<file path="config.mk">
export PLATFORM = sky130hd
export DESIGN_NAME = cfgctl_regfile
export DESIGN_NICKNAME = d
export VERILOG_FILES = /design/src/rtl/cfgctl_pkg.sv /design/src/rtl/cfgctl_lock_fsm.sv /design/src/rtl/cfgctl_init_fsm.sv /design/src/rtl/cfgctl_irq_unit.sv /design/src/rtl/cfgctl_regfile.sv
export SDC_FILE = /design/constraint.sdc
export NUM_CORES = 1
export LEC_CHECK = 0
export BUFFER_PORTS_ARGS = -buffer_cell sky130_fd_sc_hd__buf_2
export CORE_MARGIN = 3
export CORE_UTILIZATION = 37
export DETAILED_ROUTE_END_ITERATION = 8
export PLACE_DENSITY_LB_ADDON = 0.08
export SYNTH_ARGS = -nofsm -noshare
export SYNTH_HDL_FRONTEND = slang
export SYNTH_HIERARCHICAL = 1
export SYNTH_SLANG_ARGS = --single-unit
</file>
<file path="constraint.sdc">
create_clock -name clk -period 7.2 [get_ports clk]
set_clock_uncertainty 0.15 [all_clocks]
set_input_delay 1.44 -clock clk [delete_from_list [all_inputs] [get_ports clk]]
set_output_delay 1.44 -clock clk [all_outputs]
set_load 0.05 [all_outputs]
</file>
<file path="src/rtl/cfgctl_pkg.sv">
package cfgctl_pkg;

    localparam int DW = 32;

    // register offsets (byte addresses)
    localparam logic [7:0] OFF_CTRL   = 8'h00;
    localparam logic [7:0] OFF_LOCK   = 8'h04;
    localparam logic [7:0] OFF_ISTS   = 8'h0C;
    localparam logic [7:0] OFF_IMASK  = 8'h10;
    localparam logic [7:0] OFF_STATUS = 8'h14;
    localparam logic [7:0] OFF_UNLOCK = 8'h34;
    localparam logic [7:0] OFF_MISC   = 8'h80;

    // descriptor words: source addr, destination addr, source len, destination len
    localparam int DESC_N = 4;
    localparam logic [7:0] OFF_DESC [DESC_N] = '{8'h18, 8'h1C, 8'h20, 8'h24};

    localparam logic [DW-1:0] UNLOCK_KEY = 32'h757B_DF0D;

    // control word fields
    localparam int BIT_PROG = 30;
    localparam int BIT_PR   = 27;
    localparam int BIT_PORT = 26;
    localparam logic [DW-1:0] CTRL_KEEP  = (32'd1 << BIT_PROG) | (32'd1 << BIT_PR) | (32'd1 << BIT_PORT);
    localparam logic [DW-1:0] CTRL_RESET = 32'd1 << BIT_PROG;

    // status word fields
    localparam int BIT_QFULL = 31;
    localparam int BIT_INIT  = 4;

    // misc control word
    localparam int BIT_LOOP = 4;
    localparam logic [DW-1:0] MISC_KEEP = 32'd1 << BIT_LOOP;

    // interrupt sources that exist
    localparam logic [DW-1:0] ISTS_IMPL = 32'hF8F7_F87F;

    typedef enum logic {
        LK_LOCKED = 1'b0,
        LK_OPEN   = 1'b1
    } lock_st_e;

    typedef enum logic [1:0] {
        IN_HIGH = 2'd0,
        IN_FALL = 2'd1,
        IN_LOW  = 2'd2,
        IN_RISE = 2'd3
    } init_st_e;

endpackage

</file>
<file path="src/rtl/cfgctl_lock_fsm.sv">
module cfgctl_lock_fsm
    import cfgctl_pkg::*;
(
    input  logic clk,
    input  logic rst_n,
    input  logic key_wr,     // correct key written to the unlock register
    input  logic relock_wr,  // non-zero write to the lock register
    output logic locked
);

    lock_st_e state_q;
    lock_st_e state_d;

    always_comb begin
        state_d = state_q;
        unique case (state_q)
            LK_LOCKED: if (key_wr)    state_d = LK_OPEN;
            LK_OPEN:   if (relock_wr) state_d = LK_LOCKED;
        endcase
    end

    always_ff @(posedge clk or negedge rst_n) begin
        if (!rst_n) state_q <= LK_LOCKED;
        else        state_q <= state_d;
    end

    always_comb begin
        locked = (state_q == LK_LOCKED);
    end

endmodule

</file>
<file path="src/rtl/cfgctl_init_fsm.sv">
module cfgctl_init_fsm
    import cfgctl_pkg::*;
#(
    parameter int DELAY = 16
) (
    input  logic clk,
    input  logic rst_n,
    input  logic prog_hi,   // program-reset control bit (1 = released)
    output logic init_hi    // modelled init response
);

    localparam int CW = (DELAY > 1) ? $clog2(DELAY) : 1;
    localparam logic [CW-1:0] CNT_LAST = CW'(DELAY - 1);

    init_st_e       state_q, state_d;
    logic [CW-1:0]  cnt_q, cnt_d;

    always_comb begin
        state_d = state_q;
        cnt_d   = cnt_q;
        unique case (state_q)
            IN_HIGH: begin
                if (!prog_hi) begin
                    state_d = IN_FALL;
                    cnt_d   = '0;
                end
            end
            IN_FALL: begin
                if (prog_hi)               state_d = IN_HIGH;
                else if (cnt_q == CNT_LAST) state_d = IN_LOW;
                else                        cnt_d   = cnt_q + 1'b1;
            end
            IN_LOW: begin
                if (prog_hi) begin
                    state_d = IN_RISE;
                    cnt_d   = '0;
                end
            end
            IN_RISE: begin
                if (!prog_hi)              state_d = IN_LOW;
                else if (cnt_q == CNT_LAST) state_d = IN_HIGH;
                else                        cnt_d   = cnt_q + 1'b1;
            end
        endcase
    end

    always_ff @(posedge clk or negedge rst_n) begin
        if (!rst_n) begin
            state_q <= IN_HIGH;
            cnt_q   <= '0;
        end else begin
            state_q <= state_d;
            cnt_q   <= cnt_d;
        end
    end

    always_comb begin
        init_hi = (state_q == IN_HIGH) || (state_q == IN_FALL);
    end

endmodule

</file>
<file path="src/rtl/cfgctl_irq_unit.sv">
module cfgctl_irq_unit
    import cfgctl_pkg::*;
(
    input  logic          clk,
    input  logic          rst_n,
    input  logic [DW-1:0] evt,
    input  logic          sts_wr,
    input  logic          mask_wr,
    input  logic [DW-1:0] wdata,
    output logic [DW-1:0] sts_q,
    output logic [DW-1:0] mask_q,
    output logic          irq
);

    logic [DW-1:0] clr_bits;
    logic [DW-1:0] set_bits;

    always_comb begin
        clr_bits = sts_wr ? wdata : '0;
        set_bits = evt & ISTS_IMPL;
    end

    always_ff @(posedge clk or negedge rst_n) begin
        if (!rst_n) begin
            sts_q  <= '0;
            mask_q <= '1;
        end else begin
            sts_q <= (sts_q & ~clr_bits) | set_bits;
            if (mask_wr) mask_q <= wdata;
        end
    end

    always_comb begin
        irq = |(sts_q & ~mask_q);
    end

endmodule

</file>
<file path="src/rtl/cfgctl_regfile.sv">
module cfgctl_regfile
    import cfgctl_pkg::*;
#(
    parameter int ADDR_W     = 8,
    parameter int INIT_DELAY = 16
) (
    input  logic              clk,
    input  logic              rst_n,
    input  logic              bus_wr,
    input  logic [ADDR_W-1:0] bus_addr,
    input  logic [31:0]       bus_wdata,
    output logic [31:0]       bus_rdata,
    input  logic [31:0]       evt_in,
    input  logic              dma_q_full,
    output logic              irq
);

    localparam logic [ADDR_W-1:0] A_CTRL   = ADDR_W'(OFF_CTRL);
    localparam logic [ADDR_W-1:0] A_LOCK   = ADDR_W'(OFF_LOCK);
    localparam logic [ADDR_W-1:0] A_ISTS   = ADDR_W'(OFF_ISTS);
    localparam logic [ADDR_W-1:0] A_IMASK  = ADDR_W'(OFF_IMASK);
    localparam logic [ADDR_W-1:0] A_STATUS = ADDR_W'(OFF_STATUS);
    localparam logic [ADDR_W-1:0] A_UNLOCK = ADDR_W'(OFF_UNLOCK);
    localparam logic [ADDR_W-1:0] A_MISC   = ADDR_W'(OFF_MISC);

    logic          locked;
    logic          key_wr, relock_wr;
    logic [DW-1:0] ctrl_q;
    logic [DW-1:0] misc_q;
    logic [DW-1:0] desc_q [DESC_N];
    logic [DW-1:0] sts_q, mask_q;
    logic          init_hi;
    logic          irq_w;

    always_comb begin
        key_wr    = bus_wr && (bus_addr == A_UNLOCK) && (bus_wdata == UNLOCK_KEY);
        relock_wr = bus_wr && (bus_addr == A_LOCK) && (bus_wdata != '0);
    end

    cfgctl_lock_fsm i_lock (
        .clk       (clk),
        .rst_n     (rst_n),
        .key_wr    (key_wr),
        .relock_wr (relock_wr),
        .locked    (locked)
    );

    always_ff @(posedge clk or negedge rst_n) begin
        if (!rst_n) begin
            ctrl_q <= CTRL_RESET;
            misc_q <= '0;
        end else begin
            if (bus_wr && (bus_addr == A_CTRL) && !locked) ctrl_q <= bus_wdata & CTRL_KEEP;
            if (bus_wr && (bus_addr == A_MISC))            misc_q <= bus_wdata & MISC_KEEP;
        end
    end

    for (genvar g = 0; g < DESC_N; g++) begin : g_desc
        localparam logic [ADDR_W-1:0] A_D = ADDR_W'(OFF_DESC[g]);
        always_ff @(posedge clk or negedge rst_n) begin
            if (!rst_n)                           desc_q[g] <= '0;
            else if (bus_wr && (bus_addr == A_D)) desc_q[g] <= bus_wdata;
        end
    end

    cfgctl_init_fsm #(.DELAY(INIT_DELAY)) i_init (
        .clk     (clk),
        .rst_n   (rst_n),
        .prog_hi (ctrl_q[BIT_PROG]),
        .init_hi (init_hi)
    );

    cfgctl_irq_unit i_irq (
        .clk     (clk),
        .rst_n   (rst_n),
        .evt     (evt_in),
        .sts_wr  (bus_wr && (bus_addr == A_ISTS)),
        .mask_wr (bus_wr && (bus_addr == A_IMASK)),
        .wdata   (bus_wdata),
        .sts_q   (sts_q),
        .mask_q  (mask_q),
        .irq     (irq_w)
    );

    always_comb begin
        bus_rdata = '0;
        unique case (bus_addr)
            A_CTRL:   bus_rdata = ctrl_q;
            A_LOCK:   bus_rdata = {31'd0, locked};
            A_ISTS:   bus_rdata = sts_q;
            A_IMASK:  bus_rdata = mask_q;
            A_STATUS: bus_rdata = {dma_q_full, 26'd0, init_hi, 4'd0};
            A_MISC:   bus_rdata = misc_q;
            default:  bus_rdata = '0;
        endcase
        for (int i = 0; i < DESC_N; i++) begin
            if (bus_addr == ADDR_W'(OFF_DESC[i])) bus_rdata = desc_q[i];
        end
    end

    always_comb begin
        irq = irq_w;
    end

endmodule

</file>
==> results of run 1 <==
cell usage after synthesis (3+ instances only):
library cell	count
dfrtp_1	170
mux2_1	131
nand2_1	37
inv_1	34
a22oi_1	33
dfstp_2	33
mux2_4	30
o22ai_1	27
clkbuf_1	25
a21o_1	24
nor2b_1	24
a32oi_1	21
and3_1	20
buf_2	20
nand3_1	18
nor2_1	18
o221ai_1	18
mux2i_1	16
o211ai_1	15
a21oi_1	13
nor4_1	11
o21ai_1	11
nand4_1	10
o22a_1	10
nor3_1	9
o21ai_0	6
buf_4	4
buf_6	4
mux2_2	4
nand2b_1	4
a2bb2oi_1	3
and2_1	3
buf_12	3
cell type report:
cell class	instances	area [um^2]
clock inverter	4	60.1
timing repair buffer	124	689
sequential	203	5120
inverter	35	131
tap	335	419
fill	2490	14700
multi-input combinational	542	4550
clock buffer	42	709
metal layers:
| layer | up-vias | track usage (%) | wire (um) | share of wire, % |
|---|---|---|---|---|
| li1 | 3320 | - | - | - |
| met4 | 4 | 4.51 | 591 | 1.8 |
| met2 | 261 | 36.8 | 15500 | 46 |
| met5 | - | 0 | 17 | 0.051 |
| met3 | 50 | 4.07 | 2030 | 6.0 |
| met1 | 3977 | 32.9 | 15400 | 46 |
where the power goes:
part	switching, mW	internal (mW)	total [mW]
Clock	0.491	0.707	1.20
Sequential	0.0483	1.21	1.26
Combinational	0.144	0.0871	0.231
cell usage in the layout (no fill, tap or decap), drive strengths merged, types with 19 or more instances in the layout:
| cell | instances |
|---|---|
| dfstp | 33 |
| buf | 123 |
| nor2b | 24 |
| a22oi | 33 |
| inv | 36 |
| nand2 | 39 |
| mux2 | 165 |
| dfrtp | 170 |
| a32oi | 21 |
| nor2 | 19 |
| a21o | 24 |
| clkbuf | 43 |
| and3 | 20 |
| o22ai | 27 |
sequential cells by signal, summed over array words and instances, names as in the netlist, named ones only:
name,count
misc_q,1
i_irq/mask_q,32
desc_q,128
i_irq/sts_q,32
ctrl_q,3
i_lock/state_q,1
i_init/state_q,1
i_init/cnt_q,4
critical path: stages:
cell      delay [ns]
buf_2           0.30
nor4b_4         0.83
nand2b_1        0.80
o221ai_1        0.43
o211ai_1        0.19
buf_2           0.25
logic make-up after synthesis:
| kind of cell | after synthesis | synth area share, % |
|---|---|---|
| compound gates | 186 | 13.4 |
| xor+xnor | 2 | 0.173 |
| fa+ha+maj | 1 | 0.124 |
| buf+inv | 91 | 4.56 |
| flops | 203 | 50.7 |
| mux | 181 | 21.1 |
| simple gates | 172 | 9.95 |
per-stage QoR:
step,util (%),power [mW],instances,hold WS [ns]
after floorplan,-,1.39,836,0.306
after global placement,41.3,1.49,1239,0.315
after detailed placement,41.3,1.51,1239,0.324
after CTS,44.2,2.72,1285,0.336
after global routing,44.2,2.80,1285,0.343
final,44.2,2.69,1285,0.331
worst max path at each step:
stage                          endpoint  slack [ns]  cells past startpoint
final                     bus_rdata[29]        1.33                      6
after global routing      bus_rdata[29]        1.26                      6
after CTS                 bus_rdata[29]        1.32                      6
after detailed placement  bus_rdata[29]        1.32                      6
after global placement    bus_rdata[29]        1.36                      6
after floorplan            bus_rdata[4]        2.12                      6
==> flow_summary.yaml, run 1 <==
worst_setup_path:
  critPathKind: "in -> out"
  r2r_end: "i_init/cnt_q[3]"
  start_kind: "input port"
  worst-r2r-setup-slack_ns: 5.78
  end_kind: "output port"
  required_ns: 5.61
  crit_arrival_ns: 4.28
  r2r_start: "i_init/cnt_q[0]"
  path_max_fanout: 23
  r2r_cells: 4
  cp-startpoint: "bus_addr[4]"
min_path:
  hold_end: "desc_q[51]"
  hold_depth: 1
  worstHoldStart: "desc_q[51]"
  hold_class: "reg -> reg"
sta:
  finalMaxSlewViolations: 0
  timing.setup.tns_ns: 0
  relSlewSlack_pct: 21.6
  rsz0062_at_grt: "no"
  finalCriticalPeriod_ns: 5.87
  period_share_pct: 81.5
  setup_viol: 0
  fmax_mhz: 170
  worst_slack_ns: 1.33
  worstMarginPinSlew_ns: 1.17
  hold_violations: 0
global_routing:
  grt_max_degree: 80
  grt_pass1_vias: 8024
  antenna_found_initial: 2
  grt_pass1_wl_um: 50700
  overflow: 0
  grt_util_all_layers_pct: 22.9
finish:
  drive_gt1_share_pct: 24.9
  syn2layout_area_growth_pct: 15.6
  n_antenna_cell: 0
  fin_nets: 1008
  finish.instance_area_um2: 11700
synthesis:
  synthesis.yosys.warnings: 6
  synth_top_area_cell: "dfrtp_1"
  synth_ff_type: "dfrtp_1"
  synthTopCellsByArea: "dfrtp_1 (42%), mux2_1 (15%), dfstp_2 (8.6%)"
  synth_edf_count: 0
  avgSynthCellArea_um2: 12.1
  ys_seq_area_share_pct: 50.7
  synthDominantCellAreaShare_pct: 42.1
  ys_seq_elements: 203
  syn_area_um2: 10100
  netlist-cell-type-count: 55
  synth_async_sr_flop_share_pct: 100
  synthCells: 836
  synthesis.nets: 913
detailed_routing:
  drt_pre_antenna_iters: 5
  drtIter0Drc: 625
  wire_per_inst_um: 26.1
  wl_um: 33500
  ant_nets: 0
  vias: 7612
  drc_errors: 0
  via_per_inst: 5.92
clock_network:
  htree_levels: 1
  clk-insertion-delay-late_ns: 0.53
  clock-root-buffer: "clkbuf_16"
  cts_tree: "yes"
  cts-buffers-inserted: 25
  clkTransAtPathRegs_ns: 0.05
  cts_buffer_depth: 3
  hold_buffers: 0
  cts_setup_buffers: 0
  cts_num_sinks: 203
  cts_resized: 0
flow_run:
  maxCapViolCount: 0
floorplanning:
  coreArea_um2: 26400
  start_util_pct: 38.2
  die_h_um: 171
  fp.dieArea_um2: 29300
  die_x_um: 171
  boundaryPins: 109
  core.rowCount: 59
placement:
  port_buffers: 100
  dpl-instance-area_um2: 10900
  dpl.hpwl_um: 21900
  routabilityCongestion: 0.825
  pre_cts_slack_ns: 1.32
pwr:
  p_leak_nw: 5.53
  p_per_area_nw_per_um2: 230
  ir_worst_vdd_mv: 0.145
run_status:
  status: "finished clean"
Power figures use the tool's default switching activity.
==> inputs of run 2 (changes only) <==
clock period = 5 ns   (was 7.2 ns; I/O delays follow)
==> run 2 against run 1 <==
Final area is 1.7% higher. Routed wire length is 1.9% higher. Largest cell class unchanged. Clock-buffer cell count is 4 lower. Non-clock buffer count is 14 higher. Die area stayed put. Cell count is 1.0% higher. Clock power is 51% higher.
==> flow_summary.yaml, run 2 (synthesized netlist as in run 1, its figures left out) <==
run_status:
  status: "finished clean"
worst_setup_path:
  end_kind: "output port"
  crit_path_cell_trace: "buf_2, or4b_1, nor2_2, buf_4, a32oi_1, o211ai_1, buf_2"
  path_max_fanout: 11
  critPathMaxStageDelay_ns: 0.63
  critPathKind: "in -> out"
  cpMaxStageDelayCell: "or4b_1"
  crit_arrival_ns: 3.25
  crit_top_cell: "buf_2"
  required_ns: 3.85
  start_kind: "input port"
detailed_routing:
  wire_per_inst_um: 26.3
  drtIter0Drc: 579
  wl_um: 34200
  vias: 7616
  ant_nets: 0
  drt_pre_antenna_iters: 5
  via_per_inst: 5.87
  drc_errors: 0
finish:
  finish.instance_area_um2: 11900
  fin_nets: 1022
  top_register: "desc_q"
  layout_commonest_cell: "dfrtp_1"
  largest_reg_flops: 128
  layout.cells.non_filler: 1298
  final_cell_mix: "dfrtp_1 (170), mux2_1 (131), buf_2 (97)"
  drive_gt1_share_pct: 26.7
  syn2layout_area_growth_pct: 17.5
  reg.largest.list: "desc_q (128), i_irq/mask_q (32), i_irq/sts_q (32)"
global_routing:
  grt_max_degree: 107
  grt_pass1_wl_um: 51300
  overflow: 0
  grt_util_all_layers_pct: 23.1
  antenna_found_initial: 1
  grt_pass1_vias: 7996
clock_network:
  cts_resized: 0
  cts_tree: "yes"
  htree_levels: 1
  cts-buffers-inserted: 25
  cts_num_sinks: 203
  clkTransAtPathRegs_ns: 0.06
  hold_buffers: 0
  clk-insertion-delay-late_ns: 0.52
  clock-root-buffer: "clkbuf_16"
  cts_buffer_depth: 3
  cts_setup_buffers: 0
flow_run:
  maxCapViolCount: 0
sta:
  finalMaxSlewViolations: 0
  worstMarginPinSlew_ns: 0.961
  finalCriticalPeriod_ns: 4.40
  period_share_pct: 88.0
  fmax_mhz: 227
  hold_violations: 0
  setup_viol: 0
  worst_slack_ns: 0.598
  rsz0062_at_grt: "no"
  timing.setup.tns_ns: 0
  relSlewSlack_pct: 36.0
placement:
  dpl-instance-area_um2: 11100
  dpl.hpwl_um: 22800
  pre_cts_slack_ns: 0.661
  dp.cells: 1253
  port_buffers: 100
  routabilityCongestion: 0.826
pwr:
  finalPower_mw: 3.97
  p_leak_nw: 5.63
  p_per_area_nw_per_um2: 334
  intPower_mw: 2.98
  combPwrFrac_pct: 8.6
  p_clk_share_pct: 45.7
  swShare_pct: 25.0
  ir_worst_vdd_mv: 0.214
  power_switching_mw: 0.994
  seqPwrFrac_pct: 45.7
floorplanning:
  core.rowCount: 59
  die_h_um: 171
  fp.dieArea_um2: 29300
  start_util_pct: 38.2
  coreArea_um2: 26400
  die_x_um: 171
  boundaryPins: 109
min_path:
  hold_class: "reg -> reg"
-- run 2: cell types whose count changed in the layout (fill, tap and decap cells not counted), moves of 2 or more --
cell	before	now
buf_4	24	37
clkbuf_1	15	7
buf_12	0	3
clkinv_2	2	4
buf_2	99	97
clkbuf_8	3	7
-- run 2: critical path, delay by kind of cell --
| kind | cells | cell delay [ns] |
|---|---|---|
| AO/OA/AOI/OAI | 2 | 0.32 |
| AND/OR/NAND/NOR | 2 | 1.11 |
| buffers and inverters | 3 | 0.80 |
-- run 2: per-layer routing --
metal  routed length (um)  global-route usage, %  vias to the layer above
li1                     -                      -                     3347
met1                15200                   33.2                     3908
met2                15400                   36.2                      302
met3                 2680                   4.53                       57
met4                  896                   5.88                        2
met5                    7                      0                        -
-- run 2: through the flow --
| stage | hold WS, ns | utilization [%] |
|---|---|---|
| 3_3_place_gp | 0.315 | 41.8 |
| 3_5_place_dp | 0.323 | 41.8 |
| 5_1_grt | 0.343 | 44.9 |
| 6_report | 0.333 | 44.9 |
| 4_1_cts | 0.336 | 44.9 |
| 2_1_floorplan | 0.306 | - |
-- run 2: cell type report --
| cell class | instances | area [um^2] |
|---|---|---|
| fillers | 2452 | 14600 |
| flip-flops and latches | 203 | 5120 |
| multi-input cells | 542 | 4550 |
| repair buffers | 138 | 837 |
| clock buffers | 38 | 734 |
| well taps | 335 | 419 |
| inverters | 35 | 131 |
| clock inverters | 6 | 80.1 |
| diodes | 1 | 2.50 |
-- run 2: power by group through the flow --
stage	Sequential, mW	Combinational [mW]	Clock [mW]
after floorplan	1.82	0.180	0
after global placement	1.83	0.322	0
after detailed placement	1.84	0.341	0
after CTS	1.81	0.341	1.85
after global routing	1.83	0.374	1.92
final	1.81	0.342	1.81
-- run 2: path summary, 6_finish.rpt --
check,from,to,slack [ns],cells past startpoint
setup / recovery,bus_addr[7],bus_rdata[16],0.60,7
hold / removal,desc_q[83],desc_q[83],0.33,1
setup reg to reg,i_init/cnt_q[0],i_init/cnt_q[3],3.58,4
hold reg to reg,desc_q[83],desc_q[83],0.33,1
max in group asynchronous,rst_n,i_irq/mask_q[14],3.16,2
min in group asynchronous,rst_n,i_init/cnt_q[1],0.42,1
==> inputs of run 3 (changes only) <==
CTS_BUF_LIST = sky130_fd_sc_hd__clkbuf_8   (was not set)
SKIP_LAST_GASP = 1   (was not set)
==> run 3 against run 2 <==
Flip-flop and latch count unchanged. Sequential share of layout area grew 0.19 points. Via count grew 2.0%. Global-route usage rose by 0.27 points. Non-clock buffer count stayed put. First-iteration DRC count increased by 9.2%. Worst setup slack improved by 0.031 ns. Clock-buffer cell count up 8. Combinational power hardly changed. Clock power down 10%. Critical endpoint is now bus_rdata[9]. Largest cell class unchanged. Largest power group unchanged.
==> flow_summary.yaml, run 3 (synthesized netlist as in run 1, its figures left out) <==
sta:
  fmax_mhz: 229
  timing.setup.tns_ns: 0
  rsz0062_at_grt: "no"
  setup_viol: 0
  hold_violations: 0
  relSlewSlack_pct: 37.9
  worstMarginPinSlew_ns: 0.932
  finalCriticalPeriod_ns: 4.37
  finalMaxSlewViolations: 0
  period_share_pct: 87.4
clock_network:
  cts_num_sinks: 203
  clkTransAtPathRegs_ns: 0.06
  clk-insertion-delay-late_ns: 0.53
  cts_resized: 0
  cts_setup_buffers: 0
  cts-buffers-inserted: 39
  htree_levels: 2
  cts_buffer_depth: 3
  clock-root-buffer: "clkbuf_8"
  hold_buffers: 0
  cts_tree: "yes"
pwr:
  ir_worst_vdd_mv: 0.187
  finalPower_mw: 3.77
  p_per_area_nw_per_um2: 319
  p_leak_nw: 5.69
worst_setup_path:
  crit_arrival_ns: 3.22
  path_max_fanout: 9
  end_kind: "output port"
  required_ns: 3.85
  start_kind: "input port"
  critPathKind: "in -> out"
detailed_routing:
  drt_pre_antenna_iters: 5
  wl_um: 34300
  drtIter0Drc: 632
  vias: 7769
  via_per_inst: 5.87
  wire_per_inst_um: 25.9
  ant_nets: 0
  drc_errors: 0
placement:
  port_buffers: 100
  dpl-instance-area_um2: 11100
  routabilityCongestion: 0.826
  dp.cells: 1253
  dpl.hpwl_um: 22800
finish:
  final_cell_mix: "dfrtp_1 (170), mux2_1 (131), buf_2 (97)"
  reg.largest.list: "desc_q (128), i_irq/mask_q (32), i_irq/sts_q (32)"
  layout_commonest_cell: "dfrtp_1"
  layout.cells.non_filler: 1324
  n_antenna_cell: 0
  fin_nets: 1036
  finish.instance_area_um2: 11800
  top_register: "desc_q"
  largest_reg_flops: 128
  syn2layout_area_growth_pct: 17.0
  drive_gt1_share_pct: 27.4
  utilization_pct: 44.7
min_path:
  hold_class: "reg -> reg"
floorplanning:
  boundaryPins: 109
  fp.dieArea_um2: 29300
  start_util_pct: 38.2
  die_h_um: 171
  die_x_um: 171
  coreArea_um2: 26400
  core.rowCount: 59
global_routing:
  grt_max_degree: 107
  antenna_found_initial: 0
  grt_util_all_layers_pct: 23.4
  overflow: 0
  grt_pass1_wl_um: 51600
  grt_pass1_vias: 8229
flow_run:
  maxCapViolCount: 0
run_status:
  status: "finished clean"
==> run 3: cell types whose count changed in the layout (fill, tap and decap cells not counted), moves of 2 or more <==
cell / previous run / this run
clkbuf_16: 25 / 0
clkbuf_1: 7 / 0
clkinv_2: 4 / 2
inv_1: 34 / 54
clkbuf_8: 7 / 47
==> run 3: cell type report <==
type	count	area, um^2
Clock buffer	46	633
Clock inverter	25	131
Fill cell	2479	14600
Inverter	35	131
Multi-Input combinational cell	542	4550
Sequential cell	203	5120
Tap cell	335	419
Timing Repair Buffer	138	837
==> run 3: final timing paths <==
kind	startpoint	end	slack, ns	depth (start not counted)
worst max-delay path	bus_addr[1]	bus_rdata[9]	0.63	7
worst min-delay path	desc_q[83]	desc_q[83]	0.33	1
worst max register to register	i_init/cnt_q[0]	i_init/cnt_q[3]	3.58	4
worst min register to register	desc_q[83]	desc_q[83]	0.33	1
max in group asynchronous	rst_n	ctrl_q[30]	3.17	2
min in group asynchronous	rst_n	i_init/cnt_q[1]	0.45	1
==> run 3: critical path, stage by stage <==
cell      delay [ns]
buf_2           0.22
or3_1           0.52
nand2b_1        0.48
buf_4           0.28
o21ai_1         0.09
o22ai_1         0.29
buf_2           0.34
==> run 3: metrics by stage <==
stage,setup WS (ns),hold WS (ns)
2_1_floorplan,0.796,0.306
3_3_place_gp,0.644,0.315
3_5_place_dp,0.661,0.323
4_1_cts,0.662,0.335
5_1_grt,0.572,0.344
6_report,0.628,0.332
==> run 3: layer usage <==
layer	part of all wire, %	up-vias	GRT usage, %
met5	0	-	0
met4	3.2	0	8.15
met3	6.6	74	4.50
met2	45	287	36.3
met1	45	4031	33.0
li1	-	3377	-
==> run 3: power breakdown <==
part	total, mW	leakage [nW]	switching (mW)	internal (mW)
clock network	1.62	0.464	0.729	0.888
logic	0.341	2.72	0.214	0.127
registers	1.81	2.51	0.0703	1.74
